`src/rtl/wde_pkg.sv`:
```
package wde_pkg;
  localparam int WORD_W   = 32;
  localparam int CRS_LSB  = 28;
  localparam int PHS_LSB  = 24;
  localparam int GRP_LSB  = 18;
  localparam int BAND_LSB = 16;
  // bits owned by the encoder; everything else comes from the base word
  localparam logic [WORD_W-1:0] FIELD_MASK = 32'hF70F_0000;

  typedef enum logic [1:0] {
    BAND_MID  = 2'b00,
    BAND_HIGH = 2'b01,
    BAND_LOW  = 2'b11
  } band_e;

  typedef struct packed {
    logic [3:0] crs;
    logic [2:0] phs;
    logic [1:0] grp;
    band_e      band;
  } wd_fields_t;
endpackage

```
`src/rtl/wde_normalize.sv`:
```
module wde_normalize #(
  parameter int IN_W     = 6,
  parameter int NRM_WRAP = 11,
  parameter int FST_WRAP = 12
) (
  input  logic                   fast_mode,
  input  logic signed [IN_W-1:0] grp_in,
  input  logic signed [IN_W-1:0] crs_in,
  input  logic signed [IN_W-1:0] phs_in,
  output logic [3:0]             crs_out,
  output logic [2:0]             phs_out,
  output logic [1:0]             grp_out,
  output logic                   grp_ovf
);
  localparam int SW = (IN_W + 2 > 6) ? IN_W + 2 : 6;
  localparam logic signed [SW-1:0] ONE_S   = 1;
  localparam logic signed [SW-1:0] ZERO_S  = 0;
  localparam logic signed [SW-1:0] GMAX_S  = 3;
  localparam logic signed [SW-1:0] NWRAP_S = NRM_WRAP;
  localparam logic signed [SW-1:0] FWRAP_S = FST_WRAP;

  logic signed [SW-1:0] carry_p, crs_sum, wrap_s, quo, rem, grp_sum;
  logic unused_hi;

  always_comb begin
    // phase level: floor division by 8 is an arithmetic shift
    carry_p = SW'(phs_in >>> 3);
    crs_sum = SW'(crs_in) + carry_p;
    // coarse level: floored division by the mode-dependent wrap
    wrap_s  = fast_mode ? FWRAP_S : NWRAP_S;
    quo     = crs_sum / wrap_s;
    rem     = crs_sum - quo * wrap_s;
    if (rem < ZERO_S) begin
      quo = quo - ONE_S;
      rem = rem + wrap_s;
    end
    grp_sum = SW'(grp_in) + quo;
    grp_ovf = (grp_sum < ZERO_S) || (grp_sum > GMAX_S);
    crs_out = rem[3:0];
    phs_out = phs_in[2:0];
    grp_out = grp_sum[1:0];
  end

  assign unused_hi = ^rem[SW-1:4];
endmodule

```
`src/rtl/wde_fieldmap.sv`:
```
module wde_fieldmap
  import wde_pkg::*;
#(
  parameter int NRM_LO  = 1,
  parameter int NRM_HI  = 6,
  parameter int FST_LO  = 2,
  parameter int FST_HI  = 9,
  parameter int PIN_CRS = 9,
  parameter int PIN_PHS = 4
) (
  input  logic       fast_mode,
  input  logic [3:0] crs,
  input  logic [2:0] phs,
  output band_e      band,
  output logic [2:0] phs_fix
);
  localparam logic [3:0] N_LO  = 4'(NRM_LO);
  localparam logic [3:0] N_HI  = 4'(NRM_HI);
  localparam logic [3:0] F_LO  = 4'(FST_LO);
  localparam logic [3:0] F_HI  = 4'(FST_HI);
  localparam logic [3:0] PIN_A = 4'(PIN_CRS);
  localparam logic [3:0] PIN_B = 4'(PIN_CRS + 1);
  localparam logic [2:0] PIN_P = 3'(PIN_PHS);

  logic [3:0] lo_th, hi_th;
  logic       pin_hit;

  always_comb begin
    lo_th = fast_mode ? F_LO : N_LO;
    hi_th = fast_mode ? F_HI : N_HI;
    if (crs <= lo_th)     band = BAND_LOW;
    else if (crs > hi_th) band = BAND_HIGH;
    else                  band = BAND_MID;
    // keep the phase off the coarse boundary in the high-speed case
    pin_hit = fast_mode && (((crs == PIN_A) && (phs >= PIN_P)) ||
                            ((crs == PIN_B) && (phs <  PIN_P)));
    phs_fix = pin_hit ? PIN_P : phs;
  end
endmodule

```
`src/rtl/write_delay_encoder.sv`:
```
module write_delay_encoder
  import wde_pkg::*;
#(
  parameter int IN_W     = 6,
  parameter int NRM_WRAP = 11,
  parameter int FST_WRAP = 12,
  parameter int NRM_LO   = 1,
  parameter int NRM_HI   = 6,
  parameter int FST_LO   = 2,
  parameter int FST_HI   = 9
) (
  input  logic                   clk,
  input  logic                   rst,
  input  logic                   in_valid,
  input  logic                   fast_mode,
  input  logic signed [IN_W-1:0] grp_in,
  input  logic signed [IN_W-1:0] crs_in,
  input  logic signed [IN_W-1:0] phs_in,
  input  logic [WORD_W-1:0]      base_word,
  output logic                   out_valid,
  output logic [WORD_W-1:0]      reg_word,
  output logic                   overflow
);
  wd_fields_t        fld;
  logic [2:0]        phs_raw;
  logic              ovf_c;
  logic [WORD_W-1:0] word_c;

  wde_normalize #(.IN_W(IN_W), .NRM_WRAP(NRM_WRAP), .FST_WRAP(FST_WRAP)) u_norm (
    .fast_mode (fast_mode),
    .grp_in    (grp_in),
    .crs_in    (crs_in),
    .phs_in    (phs_in),
    .crs_out   (fld.crs),
    .phs_out   (phs_raw),
    .grp_out   (fld.grp),
    .grp_ovf   (ovf_c)
  );

  wde_fieldmap #(.NRM_LO(NRM_LO), .NRM_HI(NRM_HI), .FST_LO(FST_LO),
                 .FST_HI(FST_HI), .PIN_CRS(9), .PIN_PHS(4)) u_map (
    .fast_mode (fast_mode),
    .crs       (fld.crs),
    .phs       (phs_raw),
    .band      (fld.band),
    .phs_fix   (fld.phs)
  );

  always_comb begin
    word_c = base_word & ~FIELD_MASK;
    word_c[CRS_LSB  +: 4] = fld.crs;
    word_c[PHS_LSB  +: 3] = fld.phs;
    word_c[GRP_LSB  +: 2] = fld.grp;
    word_c[BAND_LSB +: 2] = fld.band;
  end

  always_ff @(posedge clk) begin
    if (rst) begin
      out_valid <= 1'b0;
      reg_word  <= '0;
      overflow  <= 1'b0;
    end else begin
      out_valid <= in_valid;
      if (in_valid) begin
        reg_word <= word_c;
        overflow <= ovf_c;
      end
    end
  end

  // result appears exactly one cycle after each strobe
  a_r8_strobe_to_valid: assert property (@(posedge clk) disable iff (rst)
    in_valid |=> out_valid);
  // no strobe means the word and the flag stay put
  a_r9_hold: assert property (@(posedge clk) disable iff (rst)
    !in_valid |=> (!out_valid && $stable(reg_word) && $stable(overflow)));
  // untouched bits come straight from the sampled base word
  a_r9_passthru: assert property (@(posedge clk) disable iff (rst)
    in_valid |=> ((reg_word & ~FIELD_MASK) == ($past(base_word) & ~FIELD_MASK)));
  // encoded coarse step always below the wrap of the sampled mode
  a_r2_crs_below_wrap: assert property (@(posedge clk) disable iff (rst)
    in_valid |=> (reg_word[CRS_LSB +: 4] < ($past(fast_mode) ? 4'(FST_WRAP) : 4'(NRM_WRAP))));
  // band code 2'b10 is never produced
  a_r6_band_legal: assert property (@(posedge clk) disable iff (rst)
    out_valid |-> (reg_word[BAND_LSB +: 2] != 2'b10));
  // in the high-speed case coarse step 10 never carries a phase below 4
  a_r7_pin_upper: assert property (@(posedge clk) disable iff (rst)
    (in_valid && fast_mode) |=>
      ((reg_word[CRS_LSB +: 4] != 4'd10) || (reg_word[PHS_LSB +: 3] >= 3'd4)));
  // and coarse step 9 never carries a phase above 4
  a_r7_pin_lower: assert property (@(posedge clk) disable iff (rst)
    (in_valid && fast_mode) |=>
      ((reg_word[CRS_LSB +: 4] != 4'd9) || (reg_word[PHS_LSB +: 3] <= 3'd4)));
endmodule

```
`config.mk`:
```
export PLATFORM = sky130hd
export DESIGN_NAME = write_delay_encoder
export DESIGN_NICKNAME = d
export VERILOG_FILES = /design/src/rtl/wde_pkg.sv /design/src/rtl/wde_normalize.sv /design/src/rtl/wde_fieldmap.sv /design/src/rtl/write_delay_encoder.sv
export SDC_FILE = /design/constraint.sdc
export NUM_CORES = 1
export LEC_CHECK = 0
export ABC_AREA = 1
export BUFFER_PORTS_ARGS = -buffer_cell sky130_fd_sc_hd__buf_4
export CORE_MARGIN = 2
export CORE_UTILIZATION = 46
export DETAILED_ROUTE_END_ITERATION = 12
export PLACE_DENSITY = 0.69
export SLEW_MARGIN = 20
export SYNTH_ARGS = -nofsm -noshare
export SYNTH_HDL_FRONTEND = slang
export SYNTH_HIERARCHICAL = 1
export SYNTH_SLANG_ARGS = --single-unit
```
`constraint.sdc`:
```
create_clock -name clk -period 32.6 [get_ports clk]
set_input_delay 3.26 -clock clk [delete_from_list [all_inputs] [get_ports clk]]
set_output_delay 3.26 -clock clk [all_outputs]
set_load 0.02 [all_outputs]
```
=== Word level (Yosys, flattened, before mapping) ===
Index checks and enable logic that the tools add are counted.

* Register bits after elaboration: 34
* Bits of input ports: 54

* Magnitude comparators: 7
* Mux-type cells: 8
* Add/subtract/negate cells: 5
* Div/mod/pow operators: 1
* $mul: 1
* Equality and inequality tests: 2
* Reduce and logical (&&, ||, !) cells: 5

{| class="wikitable"
|+ Operator list
! operator !! count
|-
| < comparator 8 x 1 -> 1 bit, second input constant || 2
|-
| adder 6 x 8 -> 8 bit || 1
|-
| divider 8 x 8 -> 8 bit || 1
|-
| == test 4 bit, second input constant || 2
|-
| greater-than comparator 8 x 3 -> 1 bit, second input constant || 1
|-
| multiplier 8 x 8 -> 8 bit || 1
|-
| two-way mux 4 bit || 2
|-
| two-way mux 8 bit || 1
|-
| subtractor 7 x 8 -> 8 bit || 1
|-
| subtractor 8 x 2 -> 8 bit, second input constant || 1
|-
| adder 6 x 3 -> 7 bit || 1
|-
| two-way mux 3 bit || 2
|-
| adder 4 bit || 1
|-
| greater-than comparator 4 bit || 1
|-
| <= comparator 4 bit || 1
|-
| two-way mux 2 bit || 2
|-
| >= comparator 3 bit, second input constant || 1
|-
| logical AND 1 bit || 3
|-
| < comparator 3 bit, second input constant || 1
|-
| logical OR 1 bit || 2
|-
| two-way mux 1 bit || 1
|}

=== Longest topological paths before layout ===
Gate-level depths: netlist of the first run.

* Depth in word-level cells: 11
* Gate-level depth with buffers: 94
* Mapped depth without buffers: 92

=== By module ===
Netlist of the first run, hierarchy kept.

{| class="wikitable"
|+ Modules (own cells, without submodules)
! module !! area an instance (µm²) !! times used !! cells an instance !! seq. area each (µm²)
|-
| wde_normalize || 2673.8 || 1 || 412 || 0.0
|-
| write_delay_encoder || 1371.3 || 1 || 212 || 680.7
|-
| wde_fieldmap || 210.2 || 1 || 38 || 0.0
|}

=== Worst setup path before layout of the first run ===
OpenSTA, ideal clock, no wires.

* Path kind: input -> register
* Start: in crs_in[0]
* End: reg overflow
* Buffers on the path: 2
* Data arrival time: 14.147 ns
* Path slack: 18.340 ns
* Data required time: 32.487 ns
* Setup time: 0.113 ns
* Stages on the path: 87
* Path through: ha_1 inv_1 fa_1 inv_1 nand3_1 nand2_1 nand2_2 nand2_1 nand2_4 buf_4 inv_2 nor2_1 xor2_1 inv_1 ha_1 o21ai_1 nand2_1 nand2_1 [51 not listed] inv_1 nand2_1 nand2_2 buf_6 xor2_1 ha_1 inv_1 fa_1 o21ai_0 a21oi_1 nor2_1 nor2_1 a2111oi_0 nand3_1 inv_1 nand2_1 nand2_1 nor2_1

* Longest elaborated chain between the ends: 9
* Elaborated cells on any way between the ends: 11
* Classes of those cells: add/sub: 4; mul: 1; div: 1; order compare: 3; mux: 1; reduce/logical: 1

{| class="wikitable"
|+ Ends and longest elaborated chain
! element !! line !! source
|-
| start: declaration || write_delay_encoder.sv:17 || <nowiki>input logic signed [IN_W-1:0] crs_in,</nowiki>
|-
| adder 6 x 3 -> 7 bit (*) || wde_normalize.sv:28 || <nowiki>crs_sum = SW'(crs_in) + carry_p;</nowiki>
|-
| divider 8 x 8 -> 8 bit || wde_normalize.sv:31 || <nowiki>quo = crs_sum / wrap_s;</nowiki>
|-
| multiplier 8 x 8 -> 8 bit || wde_normalize.sv:32 || <nowiki>rem = crs_sum - quo * wrap_s;</nowiki>
|-
| subtractor 7 x 8 -> 8 bit || wde_normalize.sv:32 ||
|-
| < comparator 8 x 1 -> 1 bit || wde_normalize.sv:33 || <nowiki>if (rem < ZERO_S) begin</nowiki>
|-
| two-way mux 8 bit (*) || wde_normalize.sv:33 ||
|-
| adder 6 x 8 -> 8 bit (*) || wde_normalize.sv:37 || <nowiki>grp_sum = SW'(grp_in) + quo;</nowiki>
|-
| < comparator 8 x 1 -> 1 bit or greater-than comparator 8 x 3 -> 1 bit (tied branches) || wde_normalize.sv:38 || <nowiki>grp_ovf = (grp_sum < ZERO_S) || (grp_sum > GMAX_S);</nowiki>
|-
| logical OR 1 bit (*) || wde_normalize.sv:38 ||
|-
| via ovf_c || write_delay_encoder.sv:26 || <nowiki>logic ovf_c;</nowiki>
|-
| end signal: assignment || write_delay_encoder.sv:66 || <nowiki>overflow <= ovf_c;</nowiki>
|-
| end: declaration || write_delay_encoder.sv:22 || <nowiki>output logic overflow</nowiki>
|}

The timed path passes the listed nets; every way through them passes the cells marked *.
A chain may end at the register's enable or synchronous reset.

=== Worst setup path after layout of the first run ===
Same ends and word-level chain as after synthesis.

==> metrics.md, run 1 <==
| Metric | Value |
|---|---|
| Outcome | `finished clean` |
| Worst Hold Class | `reg2reg` |
| Post-detailed-route wirelength per cell | `~11 um` |
| Buffers on Ports | `76` |
| Final Wtd Congestion | `about 0.84` |
| Critical Path Start Type | `input port` |
| WP depth | `85` |
| TritonCTS clock tree | `done` |
| Synthesized area per cell | `around 6.4 um2` |
| DR iter-0 viols | `110` |
| TritonCTS buffer count | `5` |
| Most common cell after layout, fill and taps aside | `nand2_1` |
| Post-route ant nets | `0` |
| Critical Path RT | `around 33 ns` |
| Most frequent cells in the layout | `nand2_1 (151), inv_1 (128), nor2_1 (99)` |
| Largest net degree at the start of global routing | `slightly below 70` |
| Routed vias/inst | `~4.7` |
| Synthesized netlist cell count | `around 660` |
| Detailed Routing Iterations Pass 1 | `4` |
| Crit. End Element | `flip-flop` |
| Grt ovf | `0` |
| Layout cells sized above 1 | `a little under a fifth` |
| Mapped Area | `4260 um2` |
| CTS Root Cell | `clkbuf_8` |
| Core area | `just over 9000 um2` |
| Max Fanout on Critical Path | `13` |
| RSZ-0062 raised after global routing | `false` |
| CTS Hold Buffers Added | `0` |
| CTS clk-pin slew, worst paths | `about 0.070 ns` |
| Syn nets | `just under 800` |
| DIE AREA | `approximately 10000 um2` |
| Actual slew at the worst max-slew pin | `between 1 and 1.5 ns` |
| Most Frequent Cell on Critical Path | `inv_1` |
| FP Rows | `35` |
| Setup_tns | `0 ns` |
| DRC violations left | `0` |
| Worst-skew pair later-pin latency | `0.28 ns` |
| First-pass GRT wire length | `15.5 mm` |
| Max-cap viol count | `0` |
| Die Wd | `between 100 and 150 um` |
| Buf/Inv on CP | `21` |
| Number of global-route vias before repair | `~3.6k` |
| Number of flops mapped to enable cells by yosys | `0` |
| Delay-heaviest family, CP | `adder cells` |
| CTS sink cnt | `34` |
| Initial Util | `46.7%` |
| Setup Skew | `0 ns` |
| Fmax | `64.8 MHz` |
| CTS resizes | `0` |
| IO Count | `88` |
| Slew headroom | `32.3%` |
| Overall routing resource usage | `18.6%` |
| Hold Path Depth | `2` |
| Warnings from Yosys | `6` |
| Reg2Reg Depth | `2` |
| Crit path time final | `around 15 ns` |
| Finish-stage setup viols | `0` |
| Period utilization | `a little under half` |
| Initial antenna violation count | `0` |
| Register bit total from synthesis | `34` |
| Register area share after synthesis | `between 10% and 20%` |
| Crit-path slowest cell | `fa_1` |
| Fin. max-slew vios | `0` |
| Routed wire length | `just over 9 mm` |
| Async S/R FF share, synth | `0%` |
| Die H | `~100 um` |
| Final nets | `850` |
| Area Growth Syn to Fin | `16.4%` |
| Postcts setup bufs | `0` |
| HPWL Detailed | `between 7 and 8 mm` |
| Yosys cell types | `40` |
| Arr. time, crit path | `about 16 ns` |
| Vias after detailed routing | `just under 4k` |
| H-tree levels | `2` |
| Fin. Hold Viols | `0` |
| Main flop type after synthesis | `dfxtp_1` |
| CTS Buffer Depth | `2` |
| Critical Path Max Stage Delay | `0.53 ns` |
| Kind of critical path | `in2reg` |
| N_diodes | `0` |
==> per-stage QoR <==
stage	cell area (um2)	util, %	setup slack, ns	hold WS [ns]	cells
6_report	4950	54.4	17.17	0.472	841
5_1_grt	4950	54.4	15.82	0.489	841
2_1_floorplan	4260	-	18.34	0.544	662
3_5_place_dp	4860	53.4	16.80	0.463	833
3_3_place_gp	4860	53.4	17.02	0.459	833
4_1_cts	4950	54.4	17.08	0.473	841
==> worst paths after layout <==
kind / start / endpoint / slack (ns)
setup / recovery: crs_in[0] / overflow / 17.17
hold / removal: reg_word[5] / reg_word[5] / 0.47
setup reg to reg: reg_word[22] / reg_word[22] / 32.00
hold reg to reg: reg_word[5] / reg_word[5] / 0.47
==> kinds of logic after synthesis <==
logic type / count (synthesis) / synth area share (%)
fa+ha+maj: 67 / 21.6
flops: 34 / 16.0
xor+xnor: 25 / 5.15
simple gates: 338 / 36.5
compound gates: 45 / 6.12
buf+inv: 152 / 14.5
other cells: 1 / 0.0881
==> sequential cells by signal (all words and copies together), names as in the netlist <==
register   flops
overflow       1
reg_word      32
out_valid      1
==> synth_stat cells, types with 11 or more instances <==
cell       n  area [um2]
nand2_1  151         567
inv_1    128         480
nor2_1    99         372
ha_1      56         701
dfxtp_1   34         681
nand3_1   33         165
xor2_1    17         149
a21oi_1   15        75.1
nand2_2   15        93.8
fa_1      11         220
==> worst min-delay path, cell delays in order (launching register included) <==
cell and delay, ns:
dfxtp_1 0.31, nor2_1 0.08, nor2_1 0.05
==> area by class of cell <==
cell class,count,area [um2]
tap,111,139
clock inverter,2,12.5
multi-input combinational,476,2960
fill,930,4150
clock buffer,6,82.6
sequential,34,681
timing repair buffer,76,571
inverter,136,510
==> layer usage <==
layer / global-route usage (%) / up-vias / share of wire, %
met5: 0 / - / 0
met3: 2.30 / 14 / 3.6
met4: 6.11 / 0 / 1.5
met1: 22.9 / 1737 / 45
met2: 33.7 / 67 / 49
li1: - / 2139 / -
Power of run 1 is left out: the tool's default activity adds up to more than one toggle a clock period on the data nets, which glitch-free logic cannot reach.
==> run 2: changes to the inputs <==
==> constraint.sdc (replaced) <==
create_clock -name clk -period 15.4 [get_ports clk]
set_input_delay 1.54 -clock clk [delete_from_list [all_inputs] [get_ports clk]]
set_output_delay 1.54 -clock clk [all_outputs]
set_load 0.02 [all_outputs]
==> metrics.md, run 2 (synthesized netlist as in run 1, its figures left out) <==
| Metric | Value |
|---|---|
| Max Fanout on Critical Path | `13` |
| RSZ-0062 raised after global routing | `false` |
| Post-route ant nets | `0` |
| Max FFs per register | `32` |
| CTS clk-pin slew, worst paths | `0.07 ns` |
| Final Wtd Congestion | `~0.84` |
| Crit-path slowest cell | `fa_1` |
| Routed vias/inst | `roughly 4.7` |
| Critical Path RT | `15.58 ns` |
| Critical Path Max Stage Delay | `between 0.5 and 0.6 ns` |
| H-tree levels | `2` |
| Crit path time final | `about 14 ns` |
| Crit. End Element | `flip-flop` |
| Final Core Density | `a little over half` |
| Period utilization | `88.9%` |
| Outcome | `finished clean` |
| Biggest register | `reg_word` |
| Die Wd | `100 um` |
| Origin of the critical flop-to-flop path | `reg_word[1]` |
| Post-detailed-route wirelength per cell | `~11 um` |
| Most common cell after layout, fill and taps aside | `nand2_1` |
| IO Count | `88` |
| Critical Path Start Type | `input port` |
| Vias after detailed routing | `3974` |
| Arr. time, crit path | `about 14 ns` |
| Fin. max-slew vios | `0` |
| Initial Util | `a little under half` |
| Slew headroom | `35.0%` |
| Die H | `approximately 100 um` |
| Buffers on Ports | `76` |
| Routed wire length | `9.22 mm` |
| Actual slew at the worst max-slew pin | `slightly below 1 ns` |
| Initial antenna violation count | `0` |
| Most frequent cells in the layout | `nand2_1 (151), inv_1 (128), nor2_1 (99)` |
| Postcts setup bufs | `0` |
| HP Start | `reg_word[14]` |
| Grt ovf | `0` |
| Reg2Reg Depth | `2` |
| First-pass GRT wire length | `about 16 mm` |
| Detailed Routing Iterations Pass 1 | `4` |
| Final nets | `850` |
| Core area | `around 9100 um2` |
| DR iter-0 viols | `114` |
| DRC violations left | `0` |
| FP Rows | `35` |
| Reg2Reg Capture Point | `reg_word[1]` |
| Area Growth Syn to Fin | `16.4%` |
| CTS Hold Buffers Added | `0` |
| CTS resizes | `0` |
| Overall routing resource usage | `around a fifth` |
| Most Frequent Cell on Critical Path | `inv_1` |
| CTS sink cnt | `34` |
| CTS Root Cell | `clkbuf_8` |
| Hold Path Depth | `2` |
| Fin. Hold Viols | `0` |
| DIE AREA | `between 10000 and 15000 um2` |
| R2R setup slack | `between 10 and 15 ns` |
| Setup Skew | `0 ns` |
| Max-cap viol count | `0` |
| HPWL Detailed | `around 7.6 mm` |
| Layout cells sized above 1 | `approximately a fifth` |
| Worst Hold Class | `reg2reg` |
| Finish-stage setup viols | `0` |
| CTS Buffer Depth | `2` |
| Kind of critical path | `in2reg` |
| Hold Path End | `reg_word[14]` |
| Worst-skew pair later-pin latency | `about 0.28 ns` |
| TritonCTS clock tree | `done` |
| FILL cells | `roughly 920` |
| Number of global-route vias before repair | `3733` |
| TritonCTS buffer count | `5` |
| Largest net degree at the start of global routing | `between 60 and 70` |
| Biggest regs | `reg_word: 32 flops, out_valid: 1 flops, overflow: 1 flops` |
| Setup_tns | `0 ns` |
| N_diodes | `0` |
| Fmax | `73.1 MHz` |
[run 2: final cells by class]
cell class                      count  area, um2  share of cell area [%]
Multi-Input combinational cell    476       2960                    59.7
Sequential cell                    34        681                    13.7
Timing Repair Buffer               76        571                    11.5
Inverter                          136        510                    10.3
Tap cell                          111        139                    2.80
Clock buffer                        6       82.6                    1.67
Clock inverter                      2       12.5                   0.253
[run 2: layer usage]
metal	track usage, %	vias up	share of wire [%]
met5	0	-	0
met4	3.06	0	0.64
met3	2.44	7	3.6
met2	35.2	68	50
met1	23.0	1754	46
li1	-	2145	-
[run 2: critical path, delay by kind of cell]
| kind | cells | cell delay (ns) |
|---|---|---|
| fa+ha+maj | 14 | 4.46 |
| simple gates | 35 | 3.72 |
| compound gates | 10 | 1.81 |
| buf+inv | 21 | 1.57 |
| xor+xnor | 4 | 0.74 |
[run 2: worst max-delay path by stage]
stage,from,to
after global placement,crs_in[0],overflow
after CTS,crs_in[0],overflow
after global routing,crs_in[0],overflow
after detailed placement,crs_in[0],overflow
after floorplan,crs_in[0],overflow
final,crs_in[0],overflow
[run 2: metrics by stage]
step	worst slack [ns]	area [um2]	cells	hold slack (ns)
6_report	1.71	4950	841	0.472
5_1_grt	0.432	4950	841	0.494
3_3_place_gp	1.54	4860	833	0.459
3_5_place_dp	1.36	4860	833	0.463
4_1_cts	1.62	4950	841	0.473
2_1_floorplan	2.86	4260	662	0.544
Power of run 2 is left out for the same reason.
